<file path="src/rtl/tiny8_pkg.sv">
package tiny8_pkg;

   localparam int OPC_W = 4;

   typedef enum logic [OPC_W-1:0] {
      OP_SHL   = 4'h0,
      OP_SHR   = 4'h1,
      OP_INV   = 4'h2,
      OP_AND   = 4'h3,
      OP_OR    = 4'h4,
      OP_XOR   = 4'h5,
      OP_ADD   = 4'h6,
      OP_LTU   = 4'h7,
      OP_LD    = 4'h8,
      OP_ST    = 4'h9,
      OP_SETLO = 4'hA,
      OP_SETHI = 4'hB,
      OP_JREG  = 4'hC,
      OP_BRZ   = 4'hD,
      OP_JFWD  = 4'hE,
      OP_JBWD  = 4'hF
   } opc_e;

   typedef enum logic [1:0] {
      PH_FETCH = 2'd0,
      PH_EXEC  = 2'd1,
      PH_LOAD  = 2'd2
   } phase_e;

endpackage

</file>
<file path="src/rtl/tiny8_regfile.sv">
module tiny8_regfile #(
   parameter int DATA_W = 8,
   parameter int NREG   = 4,
   localparam int IDX_W = $clog2(NREG)
) (
   input  logic              clk,
   input  logic              rst,
   input  logic              wr_en,
   input  logic [IDX_W-1:0]  wr_idx,
   input  logic [DATA_W-1:0] wr_mask,
   input  logic [DATA_W-1:0] wr_data,
   input  logic [IDX_W-1:0]  rd_idx_a,
   input  logic [IDX_W-1:0]  rd_idx_b,
   output logic [DATA_W-1:0] rd_a,
   output logic [DATA_W-1:0] rd_b
);

   logic [NREG-1:0][DATA_W-1:0] bank;

   generate
      for (genvar g = 0; g < NREG; g++) begin : g_reg
         logic [DATA_W-1:0] q;
         logic              hit;

         assign hit = wr_en && (wr_idx == IDX_W'(g));

         always_ff @(posedge clk) begin
            if (rst) begin
               q <= '0;
            end else if (hit) begin
               q <= (q & ~wr_mask) | (wr_data & wr_mask);
            end
         end

         assign bank[g] = q;
      end
   endgenerate

   assign rd_a = bank[rd_idx_a];
   assign rd_b = bank[rd_idx_b];

endmodule

</file>
<file path="src/rtl/tiny8_alu.sv">
module tiny8_alu #(
   parameter int DATA_W      = 8,
   parameter int SHIFT_STYLE = 0
) (
   input  logic [DATA_W-1:0] a,
   input  logic [DATA_W-1:0] b,
   input  logic [2:0]        fn,
   output logic [DATA_W-1:0] y
);

   localparam int SH_W = $clog2(DATA_W);

   logic [DATA_W-1:0] shl_v;
   logic [DATA_W-1:0] shr_v;
   logic              lt;

   generate
      if (SHIFT_STYLE != 0 && SHIFT_STYLE != 1) begin : g_bad_style
         $error("tiny8_alu: SHIFT_STYLE must be 0 or 1");
      end

      if (SHIFT_STYLE == 0) begin : g_native
         // Operator shift: any amount of DATA_W or more clears the result.
         assign shl_v = a << b;
         assign shr_v = a >> b;
      end else begin : g_barrel
         // Log-stage shifter; the upper amount bits force zero.
         logic [DATA_W-1:0] lv;
         logic [DATA_W-1:0] rv;
         logic              big;

         assign big = |b[DATA_W-1:SH_W];

         always_comb begin
            lv = a;
            rv = a;
            for (int s = 0; s < SH_W; s++) begin
               if (b[s]) begin
                  lv = lv << (1 << s);
                  rv = rv >> (1 << s);
               end
            end
         end

         assign shl_v = big ? '0 : lv;
         assign shr_v = big ? '0 : rv;
      end
   endgenerate

   assign lt = (a < b);

   always_comb begin
      unique case (fn)
         3'd0:    y = shl_v;
         3'd1:    y = shr_v;
         3'd2:    y = ~b;
         3'd3:    y = a & b;
         3'd4:    y = a | b;
         3'd5:    y = a ^ b;
         3'd6:    y = a + b;
         default: y = {{(DATA_W-1){1'b0}}, lt};
      endcase
   end

endmodule

</file>
<file path="src/rtl/tiny8_pcnext.sv">
module tiny8_pcnext import tiny8_pkg::*; #(
   parameter int DATA_W = 8,
   parameter int IMM_W  = 4,
   parameter int SIMM_W = 2
) (
   input  opc_e              op,
   input  logic [DATA_W-1:0] pc,
   input  logic [DATA_W-1:0] a_val,
   input  logic [DATA_W-1:0] b_val,
   input  logic [IMM_W-1:0]  imm,
   output logic [DATA_W-1:0] seq,
   output logic [DATA_W-1:0] nxt
);

   logic [DATA_W-1:0] imm_ext;
   logic [DATA_W-1:0] skip_ext;

   assign imm_ext  = {{(DATA_W-IMM_W){1'b0}}, imm};
   assign skip_ext = {{(DATA_W-SIMM_W){1'b0}}, imm[SIMM_W-1:0]};
   assign seq      = pc + DATA_W'(1);

   always_comb begin
      case (op)
         OP_JREG: nxt = b_val;
         OP_BRZ:  nxt = (a_val == '0) ? (seq + skip_ext) : seq;
         OP_JFWD: nxt = seq + imm_ext;
         OP_JBWD: nxt = pc - DATA_W'(1) - imm_ext;
         default: nxt = seq;
      endcase
   end

endmodule

</file>
<file path="src/rtl/tiny8_core.sv">
module tiny8_core import tiny8_pkg::*; #(
   parameter int DATA_W      = 8,
   parameter int NREG        = 4,
   parameter int SHIFT_STYLE = 0
) (
   input  logic              clk,
   input  logic              rst,
   output logic [DATA_W-1:0] imem_addr,
   input  logic [DATA_W-1:0] imem_rdata,
   output logic [DATA_W-1:0] dmem_addr,
   input  logic [DATA_W-1:0] dmem_rdata,
   output logic [DATA_W-1:0] dmem_wdata,
   output logic              dmem_we
);

   localparam int IDX_W  = $clog2(NREG);
   localparam int IMM_W  = DATA_W - OPC_W;
   localparam int NIB    = DATA_W / 2;
   localparam int SIMM_W = IDX_W;

   generate
      if (DATA_W != 8) begin : g_bad_width
         $error("tiny8_core: the instruction format needs DATA_W == 8");
      end
      if (NREG != 4) begin : g_bad_nreg
         $error("tiny8_core: two-bit register fields need NREG == 4");
      end
      if (IMM_W != NIB) begin : g_bad_imm
         $error("tiny8_core: immediate must fill half a register");
      end
   endgenerate

   // Decode fields
   opc_e             op;
   logic [IDX_W-1:0] fa;
   logic [IDX_W-1:0] fb;
   logic [IMM_W-1:0] imm;

   assign op  = opc_e'(imem_rdata[DATA_W-1 -: OPC_W]);
   assign fa  = imem_rdata[2*IDX_W-1 -: IDX_W];
   assign fb  = imem_rdata[IDX_W-1:0];
   assign imm = imem_rdata[IMM_W-1:0];

   // Sequencing state
   phase_e            phase_q, phase_d;
   logic [DATA_W-1:0] pc_q, pc_d;

   // Register file wiring
   logic              rf_we;
   logic [IDX_W-1:0]  rf_widx;
   logic [DATA_W-1:0] rf_wmask;
   logic [DATA_W-1:0] rf_wdata;
   logic [DATA_W-1:0] ra;
   logic [DATA_W-1:0] rb;

   logic [DATA_W-1:0] alu_y;
   logic [DATA_W-1:0] pc_seq;
   logic [DATA_W-1:0] pc_nxt;

   tiny8_regfile #(
      .DATA_W (DATA_W),
      .NREG   (NREG)
   ) u_rf (
      .clk      (clk),
      .rst      (rst),
      .wr_en    (rf_we),
      .wr_idx   (rf_widx),
      .wr_mask  (rf_wmask),
      .wr_data  (rf_wdata),
      .rd_idx_a (fa),
      .rd_idx_b (fb),
      .rd_a     (ra),
      .rd_b     (rb)
   );

   tiny8_alu #(
      .DATA_W      (DATA_W),
      .SHIFT_STYLE (SHIFT_STYLE)
   ) u_alu (
      .a  (ra),
      .b  (rb),
      .fn (imem_rdata[DATA_W-OPC_W+2 : DATA_W-OPC_W]),
      .y  (alu_y)
   );

   tiny8_pcnext #(
      .DATA_W (DATA_W),
      .IMM_W  (IMM_W),
      .SIMM_W (SIMM_W)
   ) u_pcn (
      .op    (op),
      .pc    (pc_q),
      .a_val (ra),
      .b_val (rb),
      .imm   (imm),
      .seq   (pc_seq),
      .nxt   (pc_nxt)
   );

   always_comb begin
      phase_d  = phase_q;
      pc_d     = pc_q;
      rf_we    = 1'b0;
      rf_widx  = fa;
      rf_wmask = '1;
      rf_wdata = alu_y;

      unique case (phase_q)
         PH_FETCH: begin
            phase_d = PH_EXEC;
         end

         PH_EXEC: begin
            phase_d = PH_FETCH;
            pc_d    = pc_nxt;
            case (op)
               OP_LD: begin
                  phase_d = PH_LOAD;
                  pc_d    = pc_q;
               end
               OP_ST, OP_BRZ, OP_JFWD, OP_JBWD: begin
                  rf_we = 1'b0;
               end
               OP_SETLO: begin
                  rf_we    = 1'b1;
                  rf_widx  = '0;
                  rf_wmask = {{NIB{1'b0}}, {NIB{1'b1}}};
                  rf_wdata = {2{imm}};
               end
               OP_SETHI: begin
                  rf_we    = 1'b1;
                  rf_widx  = '0;
                  rf_wmask = {{NIB{1'b1}}, {NIB{1'b0}}};
                  rf_wdata = {2{imm}};
               end
               OP_JREG: begin
                  rf_we    = 1'b1;
                  rf_wdata = pc_seq;
               end
               default: begin
                  rf_we = 1'b1;
               end
            endcase
         end

         PH_LOAD: begin
            rf_we    = 1'b1;
            rf_wdata = dmem_rdata;
            pc_d     = pc_seq;
            phase_d  = PH_FETCH;
         end

         default: begin
            phase_d = PH_FETCH;
         end
      endcase
   end

   always_ff @(posedge clk) begin
      if (rst) begin
         phase_q <= PH_FETCH;
         pc_q    <= '0;
      end else begin
         phase_q <= phase_d;
         pc_q    <= pc_d;
      end
   end

   assign imem_addr  = pc_q;
   assign dmem_addr  = (op == OP_LD) ? rb : ra;
   assign dmem_wdata = rb;
   assign dmem_we    = (phase_q == PH_EXEC) && (op == OP_ST);

endmodule

</file>
<file path="config.mk">
export PLATFORM = sky130hd
export DESIGN_NAME = tiny8_core
export DESIGN_NICKNAME = d
export VERILOG_FILES = /design/src/rtl/tiny8_pkg.sv /design/src/rtl/tiny8_regfile.sv /design/src/rtl/tiny8_alu.sv /design/src/rtl/tiny8_pcnext.sv /design/src/rtl/tiny8_core.sv
export SDC_FILE = /design/constraint.sdc
export NUM_CORES = 1
export LEC_CHECK = 0
export BUFFER_PORTS_ARGS = -buffer_cell sky130_fd_sc_hd__buf_2
export CELL_PAD_IN_SITES_DETAIL_PLACEMENT = 0
export CELL_PAD_IN_SITES_GLOBAL_PLACEMENT = 1
export CORE_UTILIZATION = 43
export DETAILED_ROUTE_END_ITERATION = 7
export PLACE_DENSITY = 0.88
export RECOVER_POWER = 50
export SLEW_MARGIN = 20
export SYNTH_ARGS = -nofsm -noshare
export SYNTH_HDL_FRONTEND = slang
export SYNTH_SLANG_ARGS = --single-unit
</file>
<file path="constraint.sdc">
create_clock -name clk -period 4.7 [get_ports clk]
set_input_delay 0.47 -clock clk [delete_from_list [all_inputs] [get_ports clk]]
set_output_delay 0.47 -clock clk [all_outputs]
set_load 0.05 [all_outputs]
</file>
## Word-level counts from Yosys, hierarchy flattened

Cells that the tools add are included.
W data, S select, Z words.

| operators by class | value |
|---|---|
| add/sub/neg operators | 6 |
| $lt $le $gt $ge | 3 |
| equality and inequality tests | 20 |
| shift-type cells | 2 |
| multiplexer cells | 20 |
| bitwise gates (word level) | 14 |
| reductions and logical operators | 13 |

Operators with widths:

| cell | count |
|---|---|
| $pmux W8 S2 | 4 |
| $pmux W8 S7 | 1 |
| $and A8 B8 Y8 | 6 |
| $mux W8 | 6 |
| $or A8 B8 Y8 | 5 |
| $bmux W8 S2 | 2 |
| $eq A4 B4 Y1 const B | 8 |
| $pmux W8 S4 | 1 |
| $not A8 Y8 | 2 |
| $eq A3 B3 Y1 const B | 3 |
| $add A8 B1 Y8 const B | 1 |
| $add A8 B2 Y8 | 1 |
| $add A8 B4 Y8 | 1 |
| $add A8 B8 Y8 | 1 |
| $logic_not A8 Y1 | 1 |
| $lt A8 B8 Y1 | 1 |
| $shl A8 B8 Y8 | 1 |
| $shr A8 B8 Y8 | 1 |
| $sub A8 B1 Y8 const B | 1 |
| $sub A8 B4 Y8 | 1 |
| $xor A8 B8 Y8 | 1 |
| $eq A2 B2 Y1 const B | 3 |
| $eq A3 B2 Y1 const B | 2 |
| $lt A2 B3 Y1 const B | 2 |
| 14 further kinds | 22 |

| storage, ports and cells | value |
|---|---|
| register bits | 42 |
| bits of input ports | 18 |
| output and inout port bits | 25 |
| logic and storage cells | 84 |

## Longest topological paths before layout

Gate-level depths: netlist of the first run.

| logic depth | value |
|---|---|
| word-level depth | 8 |
| gate-level depth with buffers | 14 |
| gate-level depth less buffers | 11 |

## Hierarchy

A second synthesis of the first run with hierarchy kept.

| unflattened totals | value |
|---|---|
| cells, all modules | 677 |
| area total of the unflattened synthesis | 5829.3 µm² |

By module, submodules not included:

| module | instances | cells each | area an instance (µm²) | sequential area each (µm²) |
|---|---|---|---|---|
| tiny8_regfile | 1 | 169 | 1970.6 | 640.6 |
| tiny8_alu | 1 | 225 | 1645.3 | 0.0 |
| tiny8_pcnext | 1 | 160 | 1144.8 | 0.0 |
| tiny8_core | 1 | 123 | 1068.5 | 200.2 |

## Worst setup path before layout of the first run

Ideal clock, no wire load.

| path | value |
|---|---|
| path kind | input to register |
| start point | input port imem_rdata[0] |
| end point | register (tool-made name) |
| library setup time | 0.146 ns |
| arrival | 3.952 ns |
| data required time | 4.554 ns |
| path slack | 0.602 ns |
| stages | 13 |
| path buffers | 3 |
| cells stage by stage | buf_6 mux4_2 buf_1 clkbuf_1 ha_1 fa_1 a21o_1 a211oi_1 o21bai_1 xnor2_1 o221ai_1 a221oi_1 a211oi_1 |

RTL lines:

| what | line | RTL |
|---|---|---|
| start: declaration | tiny8_core.sv:9 | `input logic [DATA_W-1:0] imem_rdata,` |

==> impl_metrics.py, run 1 <==
metrics = {
    "finish": {
        "design_area_mm2": 0.00515,
        "drive_gt1_share_pct": 9.21,
        "final_net_count": 687,
        "fillers": 1109,
        "instances_no_fill": 770,
        "regArea_um2": 841,
        "area_growth_pct": 6.47,
        "num_antenna_cells": 0,
        "multi_input_area_mm2": 0.00365,
    },
    "timing": {
        "finalCritPeriodShare_pct": 83.5,
        "finalSetupViolCount": 0,
        "tightest_slew_ns": 2.16,
        "skew_ns": 0.0144,
        "slew_violations": 49,
        "setup-tns-final_ns": 0,
        "max_freq_mhz": 255,
        "slew_headroom_pct": -43.8,
        "grt_setup_unrepaired": "no",
        "min_period_ns": 3.92,
        "setup_ws_ns": 0.775,
        "hold_viol_final": 0,
    },
    "worst_hold_path": {
        "hold_class": "register to register",
        "hold_path_depth": 2,
    },
    "logic_synthesis": {
        "synthTopCellsByCount": "nand2_1, nor2_1, dfxtp_1, o21ai_0",
        "ys_ff_latch": 42,
        "syn_inst": 614,
        "synth_flop_cell": "dfxtp_1",
        "synth_most_common_cell": "nand2_1",
        "synth_area_leaders": "dfxtp_1, ha_1, mux4_2",
        "synth.avg_cell_area_um2": 7.87,
        "async_flop_share_pct": 0,
        "synth_top_area_share_pct": 17.4,
        "ys_seq_area_share_pct": 17.4,
        "syn_nets": 672,
        "yosysWarnings": 0,
        "yosys.area.top_type": "dfxtp_1",
        "syn_area_mm2": 0.00483,
        "synth_edf_count": 0,
        "synth_cell_types": 71,
    },
    "routing": {
        "wl_met2_um": 7500,
        "totalWireLength_um": 17200,
        "dr.first_iter.drc_count": 619,
        "detail_route.wl_per_cell_um": 22.3,
        "top_layer": "met4",
        "ant_nets": 0,
        "vias": 5122,
        "met1_length_um": 7370,
        "wl_met3_um": 1740,
        "vias_per_cell": 6.65,
        "drc": 0,
        "drt_first_pass_iters": 5,
    },
    "clock_network": {
        "root_buffer": "clkbuf_8",
        "clkTransAtPathRegs_ns": 0.09,
        "cts_resized": 0,
        "cts_buffer_depth": 2,
        "post_cts_buffers": 0,
        "cts_hold_buf": 0,
        "clk_latency_ns": 0.31,
        "htree_levels": 2,
        "cts_tree": "built",
        "cts_buffers": 5,
        "cts_sinks": 42,
    },
    "die": {
        "die_h_um": 108,
        "die_area_mm2": 0.0117,
        "die_width_um": 108,
        "rows": 38,
        "io_pins": 43,
        "initial_utilization_pct": 44.4,
        "core_area_mm2": 0.0109,
    },
    "grt": {
        "antenna_found_initial": 0,
        "grt_pass1_vias": 4637,
        "grt.overflow.total": 0,
        "grt_pass1_wl_um": 26500,
        "grt_max_degree": 49,
        "grt_usage_pct": 29.8,
    },
    "pwr": {
        "p_per_area_mw_per_mm2": 187,
        "p_leak_nw": 1.80,
        "total_power_w": 0.000961,
        "vdd_drop_max_mv": 0.145,
    },
    "run_status": {
        "violations": "max-capacitance violations, max-slew violations",
        "outcome": "complete, but fails checks",
    },
    "setup_path": {
        "endpoint_kind": "register",
        "worstSetupPathType": "input port to register",
        "startpoint_type": "input port",
        "ff2ff_path_depth": 10,
        "required_ns": 4.79,
        "crit_arrival_ns": 4.01,
        "crit_fanout": 14,
        "reg2reg_slack_ns": 1.03,
    },
    "job": {
        "cap_violations": 1,
    },
    "placement": {
        "gp_congestion": 0.927,
        "place_area_mm2": 0.00509,
        "dp_hpwl_um": 12900,
        "post-place-ws_ns": 0.549,
        "dp_cells": 762,
        "io_buffers": 42,
    },
}
[per-stage QoR]
| step | util (%) | hold slack, ns |
|---|---|---|
| 2_1_floorplan | - | 0.456 |
| 3_3_place_gp | 46.8 | 0.469 |
| 3_5_place_dp | 46.8 | 0.490 |
| 4_1_cts | 47.8 | 0.501 |
| 5_1_grt | 47.3 | 0.530 |
| 6_report | 47.3 | 0.506 |
[cell usage in the layout (no fill, tap or decap), types with 6 or more instances in the layout]
master	instances
inv_1	37
ha_1	37
mux4_2	16
nand3_1	21
dfxtp_1	42
a21oi_1	26
nand2b_1	10
o21ai_0	42
a22oi_1	8
nand2_1	51
o21bai_1	6
a31oi_1	10
nor2_1	49
xnor2_1	11
a211oi_1	29
buf_2	19
a221oi_1	8
nand3b_1	11
o22ai_1	13
clkbuf_1	26
nor2b_1	8
xor2_1	6
nor3_1	9
mux2i_1	16
[layout make-up]
| cell class | count | area share, % |
|---|---|---|
| clock buffers | 6 | 1.41 |
| inverters | 38 | 2.77 |
| well taps | 140 | 3.40 |
| repair buffers | 49 | 4.40 |
| multi-input cells | 493 | 70.9 |
| clock inverters | 2 | 0.729 |
| flip-flops and latches | 42 | 16.3 |
[critical path, stage by stage]
cell	delay [ns]
buf_2	0.32
mux4_2	0.75
ha_1	0.32
fa_1	0.41
a21o_1	0.19
a211oi_1	0.27
o21bai_1	0.13
xnor2_1	0.16
o221ai_1	0.14
a221oi_1	0.68
a211oi_1	0.16
[layer usage]
metal,track usage [%],vias to the layer above
met2,44.6,299
met5,0,-
met3,3.68,46
li1,-,2353
met4,10.5,0
met1,43.6,2424
[logic make-up after synthesis]
logic type,share of synthesized area (%)
compound gates,29.0
fa+ha+maj,10.8
mux,11.8
buf+inv,6.68
flops,17.4
simple gates,21.2
xor+xnor,3.08
[worst max-delay path by stage]
stage               endpoint     startpoint  depth (start not counted)  slack, ns
floorplan           register  imem_rdata[0]                         13       0.60
global placement    register  imem_rdata[0]                         11       0.65
detailed placement  register  imem_rdata[0]                         11       0.55
CTS                 register  imem_rdata[0]                         11       0.87
global route        register  imem_rdata[0]                         11       0.49
finish              register  imem_rdata[0]                         11       0.78
[report_power, final]
| part | switching, W | internal (W) |
|---|---|---|
| Sequential | 0.0000118 | 0.000364 |
| Clock | 0.000142 | 0.000159 |
| Combinational | 0.000193 | 0.0000907 |
No activity file was read; power rests on OpenSTA's default activity.
==> run 2, diff against run 1 <==
- CORE_UTILIZATION: 43 -> 41
- PLACE_DENSITY: 0.88 -> 0.87
- clock period: 4.7 -> 3.3 ns (I/O delays scaled with it)
==> run 2 against run 1 <==
  * The run now ends clean
  * Count of clock-buffer cells in the layout fell by 1
  * Largest power group unchanged
  * Worst setup slack got worse by 0.59 ns
  * Highest routed layer unchanged
  * Global-route usage rose by 0.28 points
==> impl_metrics.py, run 2 (same netlist as run 1, synthesis figures left out) <==
metrics = {
    "grt": {
        "grt_pass1_wl_um": 29100,
        "grt_max_degree": 49,
        "antenna_found_initial": 0,
        "grt_usage_pct": 30.1,
        "grt.overflow.total": 0,
        "grt_pass1_vias": 5143,
    },
    "setup_path": {
        "crit_start": "imem_rdata[2]",
        "crit_end": "imem_addr[7]$_SDFFE_PP0P_",
        "startpoint_type": "input port",
        "reg2reg_slack_ns": 0.19,
        "required_ns": 3.51,
        "crit_fanout": 9,
        "worstSetupPathType": "input port to register",
        "endpoint_kind": "register",
        "ff2ff_path_depth": 10,
        "crit_arrival_ns": 3.33,
    },
    "timing": {
        "hold_viol_final": 0,
        "fin_hold_ws_ns": 0.493,
        "max_freq_mhz": 321,
        "slew_violations": 0,
        "finalSetupViolCount": 0,
        "skew_ns": 0.0152,
        "min_period_ns": 3.12,
        "tightest_slew_ns": 0.883,
        "finalCritPeriodShare_pct": 94.4,
        "grt_setup_unrepaired": "no",
        "slew_headroom_pct": 41.1,
    },
    "worst_hold_path": {
        "hold_class": "register to register",
        "hold_path_depth": 2,
    },
    "clock_network": {
        "htree_levels": 2,
        "cts_tree": "built",
        "clk_latency_ns": 0.30,
        "clkTransAtPathRegs_ns": 0.08,
        "cts_buffer_depth": 2,
        "root_buffer": "clkbuf_16",
        "cts_hold_buf": 0,
        "cts_sinks": 42,
        "cts_buffers": 5,
    },
    "die": {
        "die_h_um": 111,
        "rows": 39,
        "initial_utilization_pct": 42.1,
        "io_pins": 43,
        "die_width_um": 111,
        "die_area_mm2": 0.0122,
        "core_area_mm2": 0.0115,
    },
    "finish": {
        "final_cell_mix": "buf_4, nand2_1, nor2_1, o21ai_0, dfxtp_1",
        "num_antenna_cells": 0,
        "final_common_cell": "buf_4",
        "drive_gt1_share_pct": 18.1,
        "final_util_pct": 49.4,
        "design_area_mm2": 0.00567,
        "area_growth_pct": 17.3,
        "final_net_count": 747,
    },
    "routing": {
        "vias_per_cell": 6.56,
        "dr.first_iter.drc_count": 691,
        "drc": 0,
        "detail_route.wl_per_cell_um": 21.9,
        "vias": 5461,
        "drt_first_pass_iters": 5,
        "totalWireLength_um": 18300,
        "ant_nets": 0,
    },
    "placement": {
        "io_buffers": 42,
        "place_area_mm2": 0.00556,
        "dp_hpwl_um": 14200,
        "gp_congestion": 0.970,
    },
    "job": {
        "cap_violations": 0,
    },
    "pwr": {
        "p_per_area_mw_per_mm2": 265,
        "p_leak_nw": 2.13,
        "total_power_w": 0.00150,
        "vdd_drop_max_mv": 0.315,
    },
    "run_status": {
        "outcome": "finished, final reports clean",
    },
}
-- run 2: cell count changes in the layout (fill, tap and decap cells not counted), sizes merged --
cell / change
inv: +2
buf: +58
bufinv: -1
clkinv: +1
clkinvlp: -1
clkbuf: +1
-- run 2: cell type report --
cell class,instances,area (µm²)
multi-input cells,493,3670
flip-flops and latches,42,841
fillers,1151,5800
clock inverters,3,28.8
clock buffers,5,125
inverters,38,143
repair buffers,109,682
well taps,143,179
-- run 2: repair_timing --
action                     CTS  global route
setup endpoints to repair    0             4
resized for setup            0             2
setup buffers                0             1
-- run 2: through the flow --
stage               worst slack (ns)  setup TNS [ns]  std cells
floorplan                    0.00355               0        614
global placement             -0.0826          -0.486        824
detailed placement            -0.145           -1.37        824
CTS                            0.150               0        832
global route                 0.00660               0        833
finish                         0.184               0        833
-- run 2: critical path: stages --
cell,delay [ns]
clkbuf_4,0.20
buf_4,0.20
mux4_2,0.56
buf_4,0.21
nor4_1,0.49
nand2_2,0.15
or4_4,0.52
a2111oi_2,0.31
o21ai_1,0.09
a311oi_1,0.27
-- run 2: how the worst min path moves through the flow --
stage / start / to / slack (ns)
global route: register / register / 0.53
CTS: register / register / 0.49
floorplan: register / register / 0.46
global placement: register / register / 0.48
finish: register / register / 0.49
detailed placement: register / register / 0.48
-- run 2: layer usage --
metal / GRT usage, % / routed length [µm] / vias up
li1: - / - / 2477
met1: 43.7 / 7930 / 2613
met2: 45.8 / 7930 / 326
met3: 4.01 / 1800 / 45
met4: 9.60 / 612 / 0
met5: 0 / 0 / -
-- run 2: where the power goes --
part           total (W)  internal, W  switching, W
clock           0.000528     0.000290      0.000238
combinational   0.000438     0.000152      0.000286
sequential      0.000535     0.000519     0.0000162
total            0.00150     0.000962      0.000540
